### src/rtl/asm_sequencer.sv
module asm_sequencer #(
  parameter int ST_W   = 8,
  parameter int FLAG_N = 17,
  parameter int LOOP_W = 4,
  parameter int NQ_EXT = 35
) (
  input  logic                 clk,
  input  logic                 rst_n,
  input  logic                 ifc_i,
  input  logic                 step_i,
  input  logic [NQ_EXT-1:0]    qual_i,
  input  logic [23:0]          ctrl_i,
  output logic [ST_W-1:0]      state_o,
  output logic [FLAG_N-1:0]    flags_o,
  output logic [LOOP_W-1:0]    loop_cnt_o,
  output logic                 loop_tc_o
);
  localparam int SEL_W  = 6;
  localparam int FIDX_W = $clog2(FLAG_N);
  localparam int NSEL   = 1 << SEL_W;
  localparam int NGRP   = NSEL / 8;
  localparam int J_LO   = SEL_W;
  localparam int INV_B  = J_LO + ST_W;
  localparam int LCLR_B = INV_B + 1;
  localparam int LINC_B = INV_B + 2;
  localparam int FIDX_LO = INV_B + 3;
  localparam int FOP_LO  = FIDX_LO + FIDX_W;

  logic [SEL_W-1:0]  sel;
  logic [ST_W-1:0]   jump;
  logic              inv, lclr, linc;
  logic [FIDX_W-1:0] fidx;
  logic [1:0]        fop;

  assign sel  = ctrl_i[SEL_W-1:0];
  assign jump = ctrl_i[J_LO +: ST_W];
  assign inv  = ctrl_i[INV_B];
  assign lclr = ctrl_i[LCLR_B];
  assign linc = ctrl_i[LINC_B];
  assign fidx = ctrl_i[FIDX_LO +: FIDX_W];
  assign fop  = ctrl_i[FOP_LO +: 2];

  logic             clr;
  logic             qual_q;
  logic [NSEL-1:0]  qpad;
  logic [NGRP-1:0]  lvl1;
  logic             picked;

  assign clr  = !rst_n || ifc_i;
  assign qpad = {{(NSEL-NQ_EXT-1){1'b0}}, loop_tc_o, qual_i};

  for (genvar g = 0; g < NGRP; g++) begin : g_lvl1
    assign lvl1[g] = qpad[g*8 + sel[2:0]];
  end
  assign picked = lvl1[sel[SEL_W-1:3]] ^ inv;

  always_ff @(posedge clk) begin
    if (clr)          qual_q <= 1'b0;
    else if (!step_i) qual_q <= picked;
  end

  always_ff @(posedge clk) begin
    if (clr)         state_o <= '0;
    else if (step_i) state_o <= qual_q ? jump : state_o + 1'b1;
  end

  always_ff @(posedge clk) begin
    if (clr) flags_o <= '0;
    else if (step_i && int'(fidx) < FLAG_N) begin
      if (fop == 2'b01)      flags_o[fidx] <= 1'b1;
      else if (fop == 2'b10) flags_o[fidx] <= 1'b0;
    end
  end

  always_ff @(posedge clk) begin
    if (clr) begin
      loop_cnt_o <= '0;
      loop_tc_o  <= 1'b0;
    end else if (step_i) begin
      if (lclr) begin
        loop_cnt_o <= '0;
        loop_tc_o  <= 1'b0;
      end else if (linc) begin
        loop_cnt_o <= loop_cnt_o + 1'b1;
        if (&loop_cnt_o) loop_tc_o <= 1'b1;
      end
    end
  end

  assert_reset_clears_R1: assert property (@(posedge clk)
    clr |=> (state_o == '0 && flags_o == '0 && loop_cnt_o == '0 && !loop_tc_o));

  assert_idle_holds_R2: assert property (@(posedge clk) disable iff (clr)
    !step_i |=> ($stable(state_o) && $stable(flags_o) && $stable(loop_cnt_o) && $stable(loop_tc_o)));

  assert_jump_loads_R3: assert property (@(posedge clk) disable iff (clr)
    (step_i && qual_q) |=> state_o == $past(jump));

  assert_increment_R4: assert property (@(posedge clk) disable iff (clr)
    (step_i && !qual_q) |=> state_o == $past(state_o) + 1'b1);

  assert_qual_held_R7: assert property (@(posedge clk) disable iff (clr)
    step_i |=> $stable(qual_q));

  assert_flag_single_R8: assert property (@(posedge clk) disable iff (clr)
    step_i |=> $countones(flags_o ^ $past(flags_o)) <= 1);

  assert_tc_sets_R9: assert property (@(posedge clk) disable iff (clr)
    (step_i && !lclr && linc && loop_cnt_o == '1) |=> (loop_tc_o && loop_cnt_o == '0));
endmodule

### config.mk
export PLATFORM = sky130hd
export DESIGN_NAME = asm_sequencer
export DESIGN_NICKNAME = d
export VERILOG_FILES = /design/src/rtl/asm_sequencer.sv
export SDC_FILE = /design/constraint.sdc
export NUM_CORES = 1
export LEC_CHECK = 0
export ABC_AREA = 0
export BUFFER_PORTS_ARGS = -buffer_cell sky130_fd_sc_hd__clkbuf_2
export CORE_AREA = 2 2 65 67
export CTS_BUF_LIST = sky130_fd_sc_hd__clkbuf_16
export DETAILED_ROUTE_END_ITERATION = 16
export DIE_AREA = 0 0 67 69
export PLACE_DENSITY = 0.83
export SLEW_MARGIN = 0
export SYNTH_ARGS = -nofsm -noshare
export SYNTH_HDL_FRONTEND = slang
export SYNTH_SLANG_ARGS = --single-unit
### constraint.sdc
create_clock -name clk -period 4.05 [get_ports clk]
set_clock_uncertainty 0.05 [all_clocks]
set_input_delay 0.405 -clock clk [delete_from_list [all_inputs] [get_ports clk]]
set_output_delay 0.405 -clock clk [all_outputs]
set_load 0.05 [all_outputs]
==> out/metrics.yaml <==
outcome:
  status: "finished, final reports clean"
cts:
  post_cts_hold_buffer_count: 0
  worstSkewPairLatency_ns: 0.27
  clock-root-buffer: "sky130_fd_sc_hd__clkbuf_16"
  cts.path.max_buffers: 2
  clock_sinks: 31
  cts.repair_timing.setup_buffer_count: 0
  tritoncts.num_buffers: 5
  post_cts_resized: 0
  cts_tree: "yes"
  cts-htree-levels: 2
  path_clk_slew_ns: 0.05
yosys:
  syn_nets: 296
  synth_simple_gate_area_share_pct: 25.7
  synth.largest_area_cell: "sky130_fd_sc_hd__dfxtp_1"
  synth_top_family_by_area: "simple AND/OR/NAND/NOR gates"
  dominant_register_cell_in_the_synthesized_netlist: "sky130_fd_sc_hd__dfxtp_1"
  postSynth.asyncResetShare_pct: 0
  post-synth-top-area-fraction_pct: 33.5
  synth_cells: 230
  synth-edff-count: 0
  synth_compound_area_share_pct: 18.4
  post_synth_num_cell_types: 35
  post_synth_xor_area_fraction_pct: 1.42
  yosys-mux-area-fraction_pct: 14.9
  synthTopCellsByArea: "sky130_fd_sc_hd__dfxtp_1, sky130_fd_sc_hd__nor2_1, sky130_fd_sc_hd__mux2i_1, sky130_fd_sc_hd__o21ai_0, sky130_fd_sc_hd__nand2_1"
  syn-cell-area_um2: 1850
  synth.yosys.seq_area_share_pct: 33.5
  ys_seq_elements: 31
  synth-warning-count: 0
  post_synth.cell_area_avg_um2: 8.06
  post_synth_fa_ha_maj_area_fraction_pct: 2.03
critical_path:
  required_arrival_time_at_the_worst_endpoint_ns: 4.21
  worst_setup_path_end_kind: "flop"
  worst_path_dominant_cell_family: "simple AND/OR/NAND/NOR gates"
  startpoint_type: "input port"
  timing.setup.critical_path_class: "input port to flop"
  worstPathArrival_ns: 2.20
  cp_slowest_stage_delay_ns: 0.55
  cp.buffers_inverters: 1
  path_depth: 7
  cpMaxStageDelayCell: "sky130_fd_sc_hd__mux4_2"
  worstPathCellList: "clkbuf_2 > mux4_2 > nand2b_1 > nand4b_1 > nand4_1 > or4_1 > nand3_1"
  cell_count_of_the_worst_reg_to_reg_path: 5
  timing.critical_path.fanout_max: 12
flow_run:
  maxCapViolations: 0
sta:
  timing.final.max_slew_violations: 0
  timing.fmax_mhz: 490
  grt_setup_unrepaired: "false"
  final-setup-viol-count: 0
  postLayoutSetupSlackWorst_ns: 2.01
  post-route-min-period_ns: 2.04
  finalHoldViolations: 0
  relSlewSlack_pct: 24.4
  min_period_over_period_pct: 50.4
  worst_pin_slew_ns: 1.13
  finalSetupTns_ns: 0
cells_and_area:
  multiInputGateArea_um2: 1160
  drive_above_1_share_pct: 32.9
  n_antenna_cell: 0
  syn2layout_area_growth_pct: 32.0
  most-common-layout-cells: "sky130_fd_sc_hd__clkbuf_2, sky130_fd_sc_hd__nor2_1, sky130_fd_sc_hd__dfxtp_1"
  num-fill-cells: 371
  final_cell_count_no_fill: 366
  area_taken_by_flip_flops_and_latches_um2: 621
  fin_nets: 381
  commonest_non_fill_non_tap_cell_in_the_layout: "sky130_fd_sc_hd__clkbuf_2"
detailed_routing:
  ant_nets: 0
  dr_total_vias: 1956
  drt_first_pass_iters: 5
  wire_per_inst_um: 12.4
  drtIter0Drc: 161
  detail_route.drc_violations: 0
  via_per_inst: 5.34
  routed_wl_um: 4520
global_routing:
  globalRoute.totalOverflow: 0
  grt_antenna_before_repair: 0
  first_pass_grt_wire_length_um: 7670
  vias_in_the_first_global_route: 1815
  gr-usage-all-layers_pct: 20.5
  grt_start_max_net_pins: 31
power:
  leakage_uw: 0.00109
  power_density_nw_per_um2: 311
  vdd.ir_drop.worst_mv: 0.225
  total_power_uw: 760
floorplanning:
  core_area_um2: 3910
  starting_density_pct: 47.3
  floorplan.die.width_um: 67
  die_h_um: 69
  die-area_um2: 4620
  fp-row-count: 23
  pin_count: 93
placement:
  place.detailed.hpwl_um: 3470
  place_ws_ns: 1.73
  finalWeightedCongestion: 0.827
  numPlacedInstances: 358
  port_buffers: 92
min_path:
  hold_path_class: "input port to flop"
  whs_path_depth: 3
==> synth_stat cells, drive strengths merged, types with 5 or more instances <==
master,count
nor2,45
a21oi,16
mux4,6
nand3,5
dfxtp,31
a22o,6
mux2i,13
clkbuf,11
o21ai,19
nand2,23
a22oi,8
and3,5
==> worst min-delay path, stage by stage <==
cell,delay (ns)
sky130_fd_sc_hd__clkbuf_2,0.10
sky130_fd_sc_hd__nand4b_1,0.09
sky130_fd_sc_hd__a21oi_1,0.06
==> metrics by stage <==
stage / hold WS, ns / utilization [%] / instance area, um^2
final: 0.386 / 62.5 / 2450
after global routing: 0.422 / 62.5 / 2450
after CTS: 0.389 / 62.5 / 2450
after detailed placement: 0.424 / 59.0 / 2310
after global placement: 0.412 / 59.0 / 2310
after floorplan: 0.533 / - / 1850
==> worst paths after layout <==
path | start | endpoint | slack [ns]
max reg2reg | loop_tc_o | qual_q | 2.31
max | ctrl_i[1] | qual_q | 2.01
min | ctrl_i[16] | loop_cnt_o[1] | 0.39
min reg2reg | flop | flop | 0.43
==> cell families (layout without fill, tap and decap cells) <==
kind of cell / after synthesis / after routing
AO/OA/AOI/OAI: 56 / 56
XOR/XNOR: 3 / 3
adder cells (fa/ha/maj): 3 / 3
buffers and inverters: 16 / 102
flip-flops: 31 / 31
multiplexers: 19 / 19
AND/OR/NAND/NOR: 102 / 102
==> layer usage <==
metal	track usage, %	part of all wire [%]
met1	23.3	42
met2	36.9	52
met4	5.44	0.46
met3	5.06	5.9
met5	0	0
==> cell type report <==
| class | count | area share [%] |
|---|---|---|
| multi-input cells | 183 | 47.3 |
| inverters | 2 | 0.307 |
| repair buffers | 92 | 18.8 |
| clock inverters | 3 | 0.512 |
| flip-flops and latches | 31 | 25.4 |
| well taps | 50 | 2.56 |
| clock buffers | 5 | 5.12 |
==> power breakdown <==
part / internal, uW / switching (uW) / total [uW]
clock: 221 / 120 / 341
sequential: 308 / 4.83 / 313
combinational: 51.1 / 54.8 / 106
total: 580 / 180 / 760
(Power assumes the default switching activity.)
